[src/rtl/irq_entry_pkg.sv]
package irq_entry_pkg;
    localparam int LVL_W  = 3;
    localparam int VEC_W  = 8;
    localparam int WORD_W = 16;
    localparam int ADDR_W = 32;

    localparam int SR_TRACE = 15;
    localparam int SR_SUPER = 13;
    localparam int SR_MLO   = 8;

    typedef enum logic [3:0] {
        ST_RSP_H, ST_RSP_L, ST_RPC_H, ST_RPC_L,
        ST_IDLE,
        ST_PUSH_OFS, ST_PUSH_PCH, ST_PUSH_PCL, ST_PUSH_SR,
        ST_VEC_H, ST_VEC_L
    } seq_state_t;
endpackage

[src/rtl/irq_gate.sv]
module irq_gate
    import irq_entry_pkg::*;
(
    input  logic             clk,
    input  logic             rst_n,
    input  logic             irq_active_i,
    input  logic [LVL_W-1:0] irq_level_i,
    input  logic [VEC_W-1:0] irq_vec_i,
    input  logic [LVL_W-1:0] mask_i,
    input  logic [LVL_W-1:0] svc_i,
    output logic [LVL_W-1:0] pend_lvl_o,
    output logic [VEC_W-1:0] pend_vec_o,
    output logic             accept_o
);
    typedef struct packed {
        logic [LVL_W-1:0] lvl;
        logic [VEC_W-1:0] vec;
    } pend_t;

    localparam logic [LVL_W-1:0] LVL_TOP = '1;

    pend_t            pend_d, pend_q;
    logic [LVL_W-1:0] line_lvl;

    always_comb begin
        pend_d   = pend_q;
        line_lvl = irq_active_i ? irq_level_i : '0;
        if (line_lvl != pend_q.lvl) begin
            pend_d.lvl = line_lvl;
            if (line_lvl != '0) pend_d.vec = irq_vec_i;
        end
    end

    always_ff @(posedge clk or negedge rst_n) begin
        if (!rst_n) pend_q <= '0;
        else        pend_q <= pend_d;
    end

    assign pend_lvl_o = pend_q.lvl;
    assign pend_vec_o = pend_q.vec;
    assign accept_o   = (pend_q.lvl != '0)
                      && ((pend_q.lvl >= mask_i) || (pend_q.lvl == LVL_TOP))
                      && (pend_q.lvl >= svc_i);

    // a dropped line leaves nothing pending
    p_drop_clears_r2: assert property (@(posedge clk) disable iff (!rst_n)
        !irq_active_i |=> (pend_lvl_o == '0));

    // a new nonzero level captures its vector
    p_vec_capture_r2: assert property (@(posedge clk) disable iff (!rst_n)
        (irq_active_i && irq_level_i != '0 && irq_level_i != pend_lvl_o)
        |=> (pend_vec_o == $past(irq_vec_i)));
endmodule

[src/rtl/irq_entry_unit.sv]
module irq_entry_unit
    import irq_entry_pkg::*;
#(
    parameter logic [15:0] RESET_SR  = 16'h2700,
    parameter int          TRAP_BASE = 32
) (
    input  logic              clk,
    input  logic              rst_n,
    input  logic              irq_active_i,
    input  logic [LVL_W-1:0]  irq_level_i,
    input  logic [VEC_W-1:0]  irq_vec_i,
    input  logic              insn_done_i,
    input  logic              trap_req_i,
    input  logic              trap_sw_i,
    input  logic [3:0]        trap_num_i,
    input  logic [VEC_W-1:0]  trap_vec_i,
    input  logic [ADDR_W-1:0] vbr_i,
    input  logic              sr_we_i,
    input  logic [WORD_W-1:0] sr_wd_i,
    input  logic              pc_we_i,
    input  logic [ADDR_W-1:0] pc_wd_i,
    input  logic              usp_we_i,
    input  logic [ADDR_W-1:0] usp_wd_i,
    output logic              bus_req_o,
    output logic              bus_we_o,
    output logic [ADDR_W-1:0] bus_addr_o,
    output logic [WORD_W-1:0] bus_wdata_o,
    input  logic [WORD_W-1:0] bus_rdata_i,
    input  logic              bus_ack_i,
    output logic              busy_o,
    output logic [WORD_W-1:0] sr_o,
    output logic [ADDR_W-1:0] pc_o,
    output logic [ADDR_W-1:0] ssp_o,
    output logic [ADDR_W-1:0] usp_o,
    output logic [LVL_W-1:0]  svc_level_o
);
    localparam int SR_MHI = SR_MLO + LVL_W - 1;
    localparam logic [ADDR_W-1:0] WORD_B = ADDR_W'(WORD_W / 8);
    localparam logic [ADDR_W-1:0] LONG_B = ADDR_W'(2 * WORD_W / 8);

    typedef struct packed {
        seq_state_t        state;
        logic [WORD_W-1:0] sr;
        logic [ADDR_W-1:0] pc;
        logic [ADDR_W-1:0] ssp;
        logic [ADDR_W-1:0] usp;
        logic [LVL_W-1:0]  svc;
        logic [VEC_W-1:0]  vec;
        logic              irq;
        logic [WORD_W-1:0] hold;
    } regs_t;

    regs_t r_d, r_q;

    logic [LVL_W-1:0]  pend_lvl;
    logic [VEC_W-1:0]  pend_vec;
    logic              take_irq;
    logic [ADDR_W-1:0] sp_act;
    logic [ADDR_W-1:0] vec_ofs;
    logic [WORD_W-1:0] ofs_word;

    irq_gate u_gate (
        .clk          (clk),
        .rst_n        (rst_n),
        .irq_active_i (irq_active_i),
        .irq_level_i  (irq_level_i),
        .irq_vec_i    (irq_vec_i),
        .mask_i       (r_q.sr[SR_MHI:SR_MLO]),
        .svc_i        (r_q.svc),
        .pend_lvl_o   (pend_lvl),
        .pend_vec_o   (pend_vec),
        .accept_o     (take_irq)
    );

    assign sp_act   = r_q.sr[SR_SUPER] ? r_q.ssp : r_q.usp;
    assign vec_ofs  = {{(ADDR_W-VEC_W-2){1'b0}}, r_q.vec, 2'b00};
    assign ofs_word = {{(WORD_W-VEC_W-2){1'b0}}, r_q.vec, 2'b00};

    always_comb begin
        r_d         = r_q;
        bus_req_o   = 1'b0;
        bus_we_o    = 1'b0;
        bus_addr_o  = '0;
        bus_wdata_o = '0;
        unique case (r_q.state)
            ST_RSP_H: begin
                bus_req_o  = 1'b1;
                bus_addr_o = '0;
                if (bus_ack_i) begin
                    r_d.hold  = bus_rdata_i;
                    r_d.state = ST_RSP_L;
                end
            end
            ST_RSP_L: begin
                bus_req_o  = 1'b1;
                bus_addr_o = WORD_B;
                if (bus_ack_i) begin
                    r_d.ssp   = {r_q.hold, bus_rdata_i};
                    r_d.state = ST_RPC_H;
                end
            end
            ST_RPC_H: begin
                bus_req_o  = 1'b1;
                bus_addr_o = LONG_B;
                if (bus_ack_i) begin
                    r_d.hold  = bus_rdata_i;
                    r_d.state = ST_RPC_L;
                end
            end
            ST_RPC_L: begin
                bus_req_o  = 1'b1;
                bus_addr_o = LONG_B + WORD_B;
                if (bus_ack_i) begin
                    r_d.pc    = {r_q.hold, bus_rdata_i};
                    r_d.state = ST_IDLE;
                end
            end
            ST_IDLE: begin
                if (sr_we_i)  r_d.sr  = sr_wd_i;
                if (pc_we_i)  r_d.pc  = pc_wd_i;
                if (usp_we_i) r_d.usp = usp_wd_i;
                if (insn_done_i) begin
                    if (trap_req_i) begin
                        r_d.vec   = trap_sw_i ? VEC_W'(TRAP_BASE) + VEC_W'(trap_num_i)
                                              : trap_vec_i;
                        r_d.irq   = 1'b0;
                        r_d.state = ST_PUSH_OFS;
                    end else if (take_irq) begin
                        r_d.vec   = pend_vec;
                        r_d.svc   = pend_lvl;
                        r_d.irq   = 1'b1;
                        r_d.state = ST_PUSH_OFS;
                    end else if (pend_lvl < r_q.svc) begin
                        r_d.svc = pend_lvl;
                    end
                end
            end
            ST_PUSH_OFS: begin
                bus_req_o   = 1'b1;
                bus_we_o    = 1'b1;
                bus_addr_o  = sp_act - WORD_B;
                bus_wdata_o = ofs_word;
                if (bus_ack_i) begin
                    if (r_q.sr[SR_SUPER]) r_d.ssp = sp_act - WORD_B;
                    else                  r_d.usp = sp_act - WORD_B;
                    r_d.state = ST_PUSH_PCH;
                end
            end
            ST_PUSH_PCH: begin
                bus_req_o   = 1'b1;
                bus_we_o    = 1'b1;
                bus_addr_o  = sp_act - LONG_B;
                bus_wdata_o = r_q.pc[ADDR_W-1:WORD_W];
                if (bus_ack_i) begin
                    if (r_q.sr[SR_SUPER]) r_d.ssp = sp_act - LONG_B;
                    else                  r_d.usp = sp_act - LONG_B;
                    r_d.state = ST_PUSH_PCL;
                end
            end
            ST_PUSH_PCL: begin
                bus_req_o   = 1'b1;
                bus_we_o    = 1'b1;
                bus_addr_o  = sp_act + WORD_B;
                bus_wdata_o = r_q.pc[WORD_W-1:0];
                if (bus_ack_i) r_d.state = ST_PUSH_SR;
            end
            ST_PUSH_SR: begin
                bus_req_o   = 1'b1;
                bus_we_o    = 1'b1;
                bus_addr_o  = sp_act - WORD_B;
                bus_wdata_o = r_q.sr;
                if (bus_ack_i) begin
                    if (r_q.sr[SR_SUPER]) r_d.ssp = sp_act - WORD_B;
                    else                  r_d.usp = sp_act - WORD_B;
                    r_d.sr[SR_SUPER] = 1'b1;
                    r_d.sr[SR_TRACE] = 1'b0;
                    if (r_q.irq) r_d.sr[SR_MHI:SR_MLO] = r_q.svc;
                    r_d.state = ST_VEC_H;
                end
            end
            ST_VEC_H: begin
                bus_req_o  = 1'b1;
                bus_addr_o = vbr_i + vec_ofs;
                if (bus_ack_i) begin
                    r_d.hold  = bus_rdata_i;
                    r_d.state = ST_VEC_L;
                end
            end
            ST_VEC_L: begin
                bus_req_o  = 1'b1;
                bus_addr_o = vbr_i + vec_ofs + WORD_B;
                if (bus_ack_i) begin
                    r_d.pc    = {r_q.hold, bus_rdata_i};
                    r_d.state = ST_IDLE;
                end
            end
            default: r_d.state = ST_IDLE;
        endcase
    end

    always_ff @(posedge clk or negedge rst_n) begin
        if (!rst_n) begin
            r_q       <= '0;
            r_q.state <= ST_RSP_H;
            r_q.sr    <= RESET_SR;
        end else begin
            r_q <= r_d;
        end
    end

    assign busy_o      = (r_q.state != ST_IDLE);
    assign sr_o        = r_q.sr;
    assign pc_o        = r_q.pc;
    assign ssp_o       = r_q.ssp;
    assign usp_o       = r_q.usp;
    assign svc_level_o = r_q.svc;

    // an open request keeps its address until acknowledged
    p_req_hold_r11: assert property (@(posedge clk) disable iff (!rst_n)
        (bus_req_o && !bus_ack_i) |=> (bus_req_o && $stable(bus_addr_o)));

    // without an acceptance the in-service level never rises
    p_svc_no_rise_r5: assert property (@(posedge clk) disable iff (!rst_n)
        (r_q.state == ST_IDLE && insn_done_i && !take_irq) |=> (r_q.svc <= $past(r_q.svc)));

    // vector fetch runs in supervisor state with tracing off
    p_super_fetch_r8: assert property (@(posedge clk) disable iff (!rst_n)
        (r_q.state == ST_VEC_H || r_q.state == ST_VEC_L) |-> (r_q.sr[SR_SUPER] && !r_q.sr[SR_TRACE]));

    // an accepted interrupt level is in the mask by the vector fetch
    p_mask_set_r4: assert property (@(posedge clk) disable iff (!rst_n)
        (r_q.state == ST_VEC_H && r_q.irq) |-> (r_q.sr[SR_MHI:SR_MLO] == r_q.svc));

    // the PC moves only on the last read of a sequence while busy
    p_pc_frozen_r10: assert property (@(posedge clk) disable iff (!rst_n)
        (busy_o && r_q.state != ST_RPC_L && r_q.state != ST_VEC_L) |=> $stable(r_q.pc));
endmodule

[config.mk]
export PLATFORM = sky130hd
export DESIGN_NAME = irq_entry_unit
export DESIGN_NICKNAME = d
export VERILOG_FILES = /design/src/rtl/irq_entry_pkg.sv /design/src/rtl/irq_gate.sv /design/src/rtl/irq_entry_unit.sv
export SDC_FILE = /design/constraint.sdc
export NUM_CORES = 1
export LEC_CHECK = 0
export BUFFER_PORTS_ARGS = -buffer_cell sky130_fd_sc_hd__buf_2
export CAP_MARGIN = 20
export CELL_PAD_IN_SITES_DETAIL_PLACEMENT = 2
export CELL_PAD_IN_SITES_GLOBAL_PLACEMENT = 2
export CORE_ASPECT_RATIO = 1.5
export CORE_UTILIZATION = 31
export DETAILED_ROUTE_END_ITERATION = 8
export GPL_ROUTABILITY_DRIVEN = 0
export PLACE_DENSITY_LB_ADDON = 0.05
export SYNTH_ARGS = -nofsm -noshare
export SYNTH_HDL_FRONTEND = slang
export SYNTH_HIERARCHICAL = 1
export SYNTH_SLANG_ARGS = --single-unit
[constraint.sdc]
create_clock -name clk -period 5.46 [get_ports clk]
set_clock_uncertainty 0.1 [all_clocks]
set_input_delay 1.092 -clock clk [delete_from_list [all_inputs] [get_ports clk]]
set_output_delay 1.092 -clock clk [all_outputs]
set_load 0.01 [all_outputs]
==> results of run 1 <==
-- metrics by stage --
stage,utilization,power (uW),setup WS [ps],hold slack [ps],setup TNS [ps]
after floorplan,-,6865,155.3,350.3,0
after global placement,0.3603,9376,-40.82,389.7,-74.22
after detailed placement,0.3603,9578,-168.5,399.1,-1342
after CTS,0.3770,10920,1.842,409.7,0
after global routing,0.3892,11860,-67.24,429.0,-487.8
final,0.3893,11110,78.33,406.9,0
-- worst min-delay path by stage --
stage / to / slack (ps) / depth (start not counted) / startpoint
3_3_place_gp: u_gate/pend_vec_o[0] / 390 / 1 / u_gate/pend_vec_o[0]
2_1_floorplan: r_q[16] / 350 / 2 / r_q[16]
6_report: sr_o[9] / 410 / 2 / sr_o[9]
3_5_place_dp: u_gate/pend_vec_o[1] / 400 / 1 / u_gate/pend_vec_o[1]
5_1_grt: u_gate/pend_vec_o[0] / 430 / 1 / u_gate/pend_vec_o[0]
4_1_cts: sr_o[9] / 410 / 2 / sr_o[9]
-- timing repair --
item,4_1_cts,5_1_grt
pin swaps,5,27
buffers inserted,1,19
endpoints found under the setup margin,17,18
gates resized for setup,14,64
gates cloned,1,1
-- cell type report --
type	count	share of cell area
Antenna cell	5	0.0007973
Clock buffer	19	0.02886
Clock inverter	13	0.007973
Inverter	23	0.005501
Multi-Input combinational cell	1157	0.5041
Sequential cell	155	0.2477
Tap cell	506	0.04034
Timing Repair Buffer	442	0.1647
-- power by group --
part	switching (uW)	leakage [uW]	internal, uW
Sequential	701	0.00178	1730
Clock	591	0.000277	629
Combinational	4680	0.00476	2780
Total	5970	0.00682	5140
-- placed cells by master (no fill, tap or decap), drive strengths merged, types with 19 or more instances in the layout --
cell type	count
nor2	166
inv	32
nand3	28
o211ai	25
a31oi	44
clkbuf	19
mux2	51
o21ai	85
ha	20
nor3	41
a22oi	31
xnor2	48
mux2i	70
a21oi	168
dfrtp	151
buf	442
nand2	136
-- cells by family (layout without fill, tap and decap cells) --
group / Yosys count / count (layout)
AOI/OAI and AO/OA: 464 / 464
adders and majority gates: 21 / 21
muxes: 121 / 121
DFF: 155 / 155
buffers and inverters: 229 / 497
other: 0 / 5
xor gates and xnor gates: 66 / 66
and+or+nand+nor: 484 / 485
-- critical path: cells and delay by family --
family / cells / cell delay [ps]
buffers and inverters: 5 / 800
adders and majority gates: 2 / 580
xor gates and xnor gates: 1 / 90
AOI/OAI and AO/OA: 6 / 1300
and+or+nand+nor: 2 / 320
-- registers in the layout, indices dropped and copies added, names as in the netlist --
name               flops
ofs_word               8
r_q                   21
svc_level_o            3
sr_o                  16
u_gate/pend_vec_o      8
usp_o                 32
u_gate/pend_lvl_o      3
pc_o                  32
ssp_o                 32
-- layer usage --
| layer | vias to the layer above | track usage | share of wire |
|---|---|---|---|
| li1 | 6004 | - | - |
| met1 | 6555 | 0.2896 | 0.37 |
| met2 | 299 | 0.5298 | 0.55 |
| met3 | 101 | 0.04028 | 0.031 |
| met4 | 2 | 0.1497 | 0.052 |
| met5 | - | 0 | 0.00022 |
==> results by stage, run 1 <==
Run status:
- The flow ran to the end, and the final reports show no timing, DRC or antenna violations.

Floorplanning:
- The floorplan has 90 rows.
- The initial utilization of the core area, before any placement, comes to 0.3147.
- The horizontal die dimension is approximately 170 um.
- Measured along the y axis, the die boundary spans 249.8 um.
- The core region is 40310 um2.
- The area of the die is 41760 um2.
- The number of ports placed on the die boundary is 327.

Worst setup path:
- STA puts the critical path data required time at 4270 ps.
- In this run the worst setup path terminates at bus_addr_o[25].
- The launching point of the worst reg2reg path is sr_o[13].
- The endpoint identified for the worst register-to-register timing path is usp_o[24].
- STA classifies the critical path startpoint as an input port.
- Walking the worst path, the cells encountered are buf_6 > ha_4 > fa_2 > a211oi_4 > o21a_2 > buf_6 > a211o_1 > o211ai_1 > a211oi_1 > buf_4 > nand4_4 > buf_4 > nor3_4 > xnor2_1 > o221ai_1 > buf_2.
- In this run the worst path has a maximum fanout of 5.
- The setup slack of the worst register-to-register path is 1710 ps.
- The number of cell instances on the worst register-to-register path is 12.
- In this design, the stage delay of the slowest critical-path cell is roughly 420 ps.
- The data arrival at the endpoint of the critical path is 4190 ps.
- The start point of the critical path is vbr_i[2].
- STA classifies the critical path endpoint as a primary output.
- By startpoint and endpoint, the worst setup path is classified as in -> out.
- Among all stages on the critical path, the largest delay is contributed by fa_2.

Timing:
- The number of endpoints with negative hold slack in the final report is 0.
- Setup violations remaining at the end of the flow were counted as 0.
- Dividing the final minimum period by the clock period gives 0.9857.
- Measured against its own limit, the worst slew margin works out to 0.2592.
- The number of max-slew violations in the final report is 0.
- The maximum clock frequency is about 190 MHz.
- Setup repair after global routing could not meet its margin everywhere.
- Counting I/O delays and the setup requirement, the final critical path takes 5382 ps.
- The pin slew with the least headroom to its limit is 1102 ps.

Clock tree:
- The cell sitting at the root of the clock tree is a clkbuf_16.
- The clock buffer count from CTS is 17.
- After clock tree synthesis, the flow added hold-fix buffers numbering 0.
- The count of H-tree levels built during CTS is 4.
- The clock tree buffer depth is 2.
- The clock tree from TritonCTS is built.
- After clock tree synthesis, the clock-pin slew on the worst setup and hold paths is 60 ps.
- The clock sink count is ~160.
- The insertion delay of the later-clocked pin in the worst-skew pair is 450 ps.

Global route:
- Entering global routing, the biggest net connects 80 pins.
- The number of global-route vias before repair is 13965.
- For this run the aggregate overflow at the end of global routing stands at 0.
- The first global-routing pass estimated between 80 and 90 mm of wire.
- The initial antenna violation count is 8.
- The total routing resource utilization after global routing is 0.2779.

Synth:
- The unique cell type count in the Yosys netlist is 95.
- The register bit count reported by yosys is between 150 and 200.
- Of the post-synthesis cell area, the part taken by muxes is 0.1005.
- The xor/xnor share of the synthesized area is 0.04675.
- A synthesized cell averages 8.238 um2.
- Of all flip-flops after synthesis, the portion carrying an async set or reset was 1.000.
- The area share of the largest cell type after synthesis is 0.2978.
- The fraction of the mapped netlist area in compound gates came to 0.2376.
- The largest family of logic cells by synthesized area is compound AO/OA/AOI/OAI gates.
- The summed instance area of the synthesized netlist is 12690 um2.
- The most frequently used cell type in the post-synthesis netlist is a21oi_1.
- Synthesis produced a netlist whose cell count is about 1500.
- The library cell occupying the most area in the post-synthesis netlist is dfrtp_1.
- After synthesis, the cell types taking the most area are dfrtp_1, buf_4, a21oi_1.
- Counting instances in the post-synthesis netlist gives the leading cell types as a21oi_1, nor2_1, dfrtp_1.
- The synthesized design contains 0 enable-type register cells.
- The post-synth net total is 1722.
- Of the total synthesized cell area, the portion taken by full adders, half adders and majority gates is 0.02130.
- Of the total synthesized cell area, the portion taken by AND, OR, NAND and NOR gates is 0.1827.
- For this run, the number of Yosys warnings is 6.
- The prevailing post-synth register cell is dfrtp_1.
- The fraction of the yosys area taken by sequential cells is 0.3061.

Final layout:
- In the final layout, flip-flops and latches occupy roughly 3900 um2.
- The final cell count without fillers is between 2000 and 2500.
- Summing all multi-input logic gate instances after layout gives slightly below 8000 um2.
- The share of cells above drive strength 1 is 0.3455.
- The count of filler cells inserted in the layout is 4669.
- The net count reported at finish is 1978.
- The growth of design area from synthesis to finish is 23.69%.
- Summing all non-filler instances in the final layout gives an area of 15690 um2.

Placement:
- The count of input and output buffers is 326.
- Counting tap cells, the placed design contains a total of around 2300 instances.
- The cell area reported after detailed placement is around 15000 um2.
- The placed wire-length estimate is about 47 mm.

Route:
- The post-detailed-route via-to-cell ratio is 5.587.
- The routed wirelength normalized by instance count is 25.33 um.
- The post-detailed-route count of antenna-violating nets is 0.
- Summing over every cut layer, the via total after detailed routing is between 10000 and 15000.
- The first TritonRoute pass finished after 5 iterations.
- The total length of routed wires is 58.77 mm.
- After detailed routing, the number of remaining DRC violations is 0.
- The initial DRC count is 448.

Pwr:
- The cell leakage power is around 0.007 uW.
- The power density relative to cell area is 708.2 nW/um2.
- The worst IR drop on VDD is 334.1 uV.

Run:
- Max-cap violations in this run came to 0.

Hold path:
- The tightest min-delay check is of the reg -> reg type.
Note: power is estimated with default switching activity, not from simulation.
==> run 2, diff against run 1 <==
- RECOVER_POWER: not set -> 25
==> run 2 against run 1 <==
Sequential cell count did not move. The run now ends with capacitance limit, slew limit left. Critical path depth did not move. Critical path type unchanged. Worst hold slack better by 0.85 ps. Fmax stayed put. Register-to-register slack about the same. Sequential power about the same. Die area did not move. Non-clock buffer count stayed put. Setup slack barely moved. Via count barely moved. Sequential share of layout area is essentially flat.
==> results by stage, run 2 (synthesis results as in run 1) <==
Run status:
- The run finished, with violations left.
- The checks that failed: capacitance limit, slew limit.

Worst setup path:
- The critical path goes through buf_6 > ha_4 > fa_2 > a211oi_4 > o21a_2 > buf_6 > a211o_1 > o211ai_1 > a211oi_1 > buf_4 > nand4_4 > buf_4 > nor3_4 > xnor2_1 > o221ai_1 > buf_2.
- The critical path capture point type is a primary output.
- The worst-path maximum fanout is 5.
- Counting both buffers and inverters, the worst setup path holds a total of 5.
- The element type at the critical path start is an input port.
- For the worst setup path, the data required time is 4270 ps.
- The endpoint identified for the worst register-to-register timing path is usp_o[24].
- The setup check on the worst reg-to-reg path leaves a slack of 1710 ps.
- The launching point of the worst reg2reg path is sr_o[13].
- The largest single stage delay on the critical path is approximately 420 ps.
- The startpoint-to-endpoint class of the critical path is in -> out.
- The number of cell instances on the worst register-to-register path is 12.
- The critical path starts at vbr_i[2].
- For this design, the slowest cell found on the critical path is fa_2.
- The critical path runs through a total of 16 cells.
- The capture point of the worst path is bus_addr_o[25].
- The cell type group with the largest total delay on the critical path is compound AO/OA/AOI/OAI gates.
- STA puts the critical path data arrival time at about 4200 ps.

Clock tree:
- The count of H-tree levels built during CTS is 4.
- The clock reaches the later pin of the worst-skew pair after 450 ps.
- The clock tree buffer depth is 2.
- The clock tree root buffer cell is clkbuf_16.
- The clock-pin slew of the registers on the worst-case setup and hold paths is 60 ps.
- For this design, the CTS-stage hold fixing added 0 buffers.
- TritonCTS built the clock tree.
- Clock tree synthesis found a total of between 150 and 200 sinks.
- The number of clock buffers added by TritonCTS is 17.

Final layout:
- The count of filler cells inserted in the layout is approximately 4700.
- The net count reported at finish is 1978.
- From synthesis to final layout, the design area changed by 23.62%.
- The area taken by multi-input logic gates is just under 8000 um2.
- The top cell types in the final layout, fill and taps aside, are buf_2, a21oi_1, nor2_1.
- The library cell used most frequently in the layout, excluding fill and tap cells, is buf_2.
- Across the whole layout, storage elements account for 3887 um2.
- The finished cells cover 15680 um2.
- The share of cells above drive strength 1 is 0.3427.
- For this run, the number of standard cells in the final layout without fillers is 2320.

Pwr:
- The total net switching power is 5972 uW.
- The cell leakage power is 0.006806 uW.
- The combinational group share of total power is 0.671.
- The worst-case IR drop observed on VDD is 334.1 uV.
- The proportion of power drawn by flip-flops and latches is 0.219.
- Power spread over the standard cell area amounts to 708.6 nW/um2.
- The share of total power in the clock network is 0.110.
- The internal portion of the total power is 5142 uW.
- The switching part of the total is 0.5374.

Timing:
- The pin slew with the least headroom to its limit is 3864 ps.
- The number of endpoints with negative hold slack in the final report is 0.
- The final clock period utilization by the worst path is 0.9857.
- The minimum period implied by the final worst setup slack is 5382 ps.
- Hold is met by 407.7 ps.
- The maximum clock frequency is 185.8 MHz.
- The number of max-slew violations in the final report is slightly below 80.
- The worst slew margin relative to its limit is -1.576.
- Setup repair after global routing could not meet its margin everywhere.
- Setup violations remaining at the end of the flow were counted as 0.

Floorplanning:
- The die covers between 40000 and 50000 um2.
- The initial utilization of the core area, before any placement, comes to 0.3147.
- The number of cell rows is 90.
- The horizontal die dimension is 167.2 um.
- The number of ports placed on the die boundary is 327.
- The die span in y is about 250 um.
- The floorplan core area is ~40000 um2.

Placement:
- Once placement finished, the instance area stood at approximately 15000 um2.
- Port buffering added 326 buffers.
- The cell count after placement is 2260.
- After legalization and detailed placement, the total HPWL measured 46.52 mm.

Global route:
- The pin count of the biggest net entering global routing is 80.
- The number of global-route vias before repair came to ~14000.
- Global routing finished with a remaining overflow of 0.
- The initial antenna violation count is 8.
- The first global-routing pass estimated 86.80 mm of wire.
- For this run, the total global-route usage over all layers was measured as 0.2779.

Route:
- The initial DRC count is approximately 450.
- The post-detailed-route count of antenna-violating nets is 0.
- For this run, design rule violations remaining after detail routing come to 0.
- Across all layers, the routed design uses 12964 vias.
- For this block, the routed nets add up to 58.77 mm of wire.
- The routed wirelength normalized by instance count is 25.33 um.
- The pre-antenna-repair detailed-routing pass consisted of 5 iterations.
- The post-detailed-route via-to-cell ratio is 5.588.

Hold path:
- In this run the worst hold path is classified as reg -> reg.
- In this run the most critical hold path is launched from sr_o[9].

Run:
- Across the run, the number of max-cap violations was 1.
run 2: cell count changes in the layout (fill, tap and decap cells not counted), sizes merged:
cell,before,now
dlygate4sd2,0,1
buf,442,438
clkbuf,19,22
run 2: worst min-delay path: stages, from the launching register on:
cell	delay [ps]
dfstp_2	390
nand2_1	50
o21ai_0	70
run 2: stage by stage:
step           worst slack [ps]  utilization  total power [uW]  setup TNS [ps]
5_1_grt                  -67.24       0.3890             11860          -487.8
3_5_place_dp             -168.5       0.3603              9578           -1342
2_1_floorplan             155.3            -              6865               0
3_3_place_gp             -40.82       0.3603              9376          -74.22
6_report                  78.33       0.3890             11110               0
4_1_cts                   1.842       0.3770             10920               0
run 2: cell type report:
type / instances / area share
Multi-Input combinational cell: 1157 / 0.5042
Clock inverter: 13 / 0.007978
Inverter: 23 / 0.005505
Antenna cell: 5 / 0.0007978
Tap cell: 506 / 0.04037
Timing Repair Buffer: 442 / 0.1644
Sequential cell: 155 / 0.2479
Clock buffer: 19 / 0.02888
run 2: power groups by stage:
stage	Combinational, uW	Sequential, uW	Clock (uW)
5_1_grt	8070	2510	1280
6_report	7460	2430	1220
3_5_place_dp	7130	2450	0
2_1_floorplan	4760	2110	0
3_3_place_gp	6950	2430	0
4_1_cts	7230	2440	1250
run 2: how the worst min path moves through the flow:
stage	to	slack [ps]	cells past startpoint
finish	sr_o[9]	410	2
global route	u_gate/pend_vec_o[0]	430	1
CTS	sr_o[9]	410	2
detailed placement	u_gate/pend_vec_o[1]	400	1
global placement	u_gate/pend_vec_o[0]	390	1
floorplan	r_q[16]	350	2
run 2: per-layer routing:
| layer | GRT usage | vias up | wire (um) |
|---|---|---|---|
| li1 | - | 6004 | - |
| met1 | 0.2896 | 6556 | 21480 |
| met2 | 0.5298 | 301 | 32340 |
| met3 | 0.04028 | 101 | 1871 |
| met4 | 0.1497 | 2 | 3059 |
| met5 | 0 | - | 13 |
run 2: repair_timing:
| item | CTS | global route |
|---|---|---|
| endpoints found under the setup margin | 17 | 18 |
| buffers inserted | 1 | 19 |
| pin swaps | 5 | 27 |
| cloned | 1 | 1 |
| resized for setup | 14 | 64 |
==> run 3, diff against run 2 <==
--- a/constraint.sdc
+++ b/constraint.sdc
@@ -3,3 +3,3 @@
 set_input_delay 1.092 -clock clk [delete_from_list [all_inputs] [get_ports clk]]
 set_output_delay 1.092 -clock clk [all_outputs]
-set_load 0.01 [all_outputs]
+set_load 0.05 [all_outputs]
==> run 3 against run 2 <==
The run ends with capacitance limit, slew limit, setup timing left. Die area unchanged. Design area up 2.3%. Critical path type unchanged. Critical endpoint is now bus_addr_o[31]. Final cell count rose by 0.26%.
==> results by stage, run 3 (synthesis results as in run 1) <==
Final layout:
- The share of cells above drive strength 1 is 0.3493.
- In the layout the commonest cells are buf_2, nor2_1, a21oi_1.
- The growth of design area from synthesis to finish is 26.49%.
- The final cell count without fillers is 2326.
- The leading cell type in the layout, fill and taps excluded is buf_2.
- After the last flow step, the layout net total stands at between 1500 and 2000.
- At the end of the flow the core is filled with cells to 0.3981.

Floorplanning:
- Pin placement for this block handled 327 I/O pins.
- The die covers 41760 um2.
- The horizontal die dimension is between 150 and 200 um.
- The effective utilization at floorplan is 0.3147.
- The core region is 40310 um2.
- The floorplan has 90 rows.
- The die is about 250 um tall.

Clock tree:
- The number of hold buffers added after CTS is 0.
- The clock buffer count from CTS is 17.
- At the later pin of the worst-skew pair, clock insertion delay measures between 400 and 500 ps.
- TritonCTS built the clock tree.
- The clock sink count is 155.
- The count of H-tree levels built during CTS is 4.
- The root buffer cell chosen for the clock tree is clkbuf_16.
- After clock tree synthesis, the clock-pin slew on the worst setup and hold paths is 70 ps.
- The clock tree buffer depth is 2.

Global route:
- For this run, the total global-route usage over all layers was measured as 0.2836.
- The overall overflow remaining after global route is 0.
- The first global-routing pass estimated 88.62 mm of wire.
- The number of global-route vias before repair is 14163.
- The initial antenna violation count is 3.
- The pin count of the biggest net entering global routing is 84.

Timing:
- The number of endpoints with negative hold slack in the final report was 0.
- The number of max-slew violations in the final report is 120.
- The pin slew with the least headroom to its limit is 2400 ps.
- Setup repair after global routing could not meet its margin everywhere.
- For this run, the top clock speed supported by timing is approximately 180 MHz.
- After routing, the total negative slack on setup checks comes to -77.10 ps.
- Setup violations remaining at the end of the flow were counted as 6.
- Measured against its own limit, the worst slew margin works out to -0.6000.
- The minimum period implied by the final worst setup slack is ~5500 ps.
- Dividing the final minimum period by the clock period gives 1.005.
- In the post-route analysis, the smallest setup slack over all paths is -28.33 ps.

Worst setup path:
- The critical path goes through buf_8 > ha_4 > fa_2 > a211oi_2 > buf_4 > o21a_4 > buf_8 > a21o_1 > buf_6 > mux2i_4 > a211oi_2 > buf_4 > nand4_4 > nor4_4 > xnor2_1 > o221ai_2 > buf_12.
- The slowest library cell on the worst path is fa_2.
- The worst-path maximum fanout is 7.
- In this design, the stage delay of the slowest critical-path cell is 420 ps.
- The buffer and inverter count on the worst path is 6.
- The worst setup path is launched from an input port.
- The data arrival at the endpoint of the critical path is roughly 4300 ps.
- The startpoint-to-endpoint class of the critical path is in -> out.
- STA classifies the critical path endpoint as a primary output.
- The required time of the critical path is 4270 ps.
- The cell type group with the largest total delay on the critical path is compound AO/OA/AOI/OAI gates.

Route:
- The number of detailed-route iterations in the first pass is 4.
- In the final routed layout, each cell accounts on average for approximately 25 um.
- In the routed layout, each cell is associated on average with a via count of between 5 and 6.
- The vias after detailed routing is 13063.
- The DRC violation count after routing is 0.
- The final layout contains routed wiring with a total length of 59.10 mm.
- The initial DRC count is 454.
- The count of nets left with antenna violations once routing finished came out at 0.

Run:
- The tool flagged a number of max-cap violations equal to 2.

Placement:
- The count of input and output buffers is 326.
- The number of placed instances, taps included, is 2275.
- The HPWL after detailed placement is 47.26 mm.

Run status:
- The final reports fail on capacitance limit, slew limit, setup timing.
- The flow ran to the end, but the final reports show violations.

Hold path:
- The path class of the tightest hold or removal check is reg -> reg.
[run 3: area by class of cell]
cell class                 instances  area (um2)
fill                            4603       24270
multi-input combinational       1157        7889
sequential                       155        3887
timing repair buffer             451        2930
tap                              506       633.1
clock buffer                      18       439.2
clock inverter                    14       177.7
inverter                          23       86.33
antenna                            2       5.005
[run 3: per-stage QoR]
step | hold WS, ps | area, um2 | worst slack [ps]
after floorplan | 350.3 | 12780 | -58.98
after global placement | 385.4 | 14990 | -85.32
after detailed placement | 397.0 | 14990 | -251.6
after CTS | 412.2 | 15840 | -4.241
after global routing | 429.2 | 16050 | -160.7
final | 409.8 | 16050 | -28.33
[run 3: repair_timing]
item                       CTS  global route
setup endpoints to repair   20            21
gates cloned                 1             0
buffers inserted             8             5
gates resized for setup     32            35
pin swaps                   19            32
[run 3: per-layer routing]
metal	wire length [um]	up-vias	track usage
met5	13	-	0
met4	3400	2	0.1644
met3	1840	118	0.03980
met2	32080	320	0.5363
met1	21770	6603	0.2955
li1	-	6020	-
[run 3: path summary, 6_finish.rpt]
kind / slack, ps / end / depth (start not counted) / startpoint
max reg2reg: 1620 / usp_o[24] / 13 / sr_o[13]
min reg2reg: 410 / u_gate/pend_vec_o[0] / 1 / u_gate/pend_vec_o[0]
min: 410 / u_gate/pend_vec_o[0] / 1 / u_gate/pend_vec_o[0]
max: -30 / bus_addr_o[31] / 17 / vbr_i[2]
max in group asynchronous: 1240 / ofs_word[2] / 2 / rst_n
min in group asynchronous: 1190 / ssp_o[21] / 1 / rst_n
Power of run 3 is not shown: default switching activity piles up to over one toggle a cycle in this logic, so the estimate is an artifact.
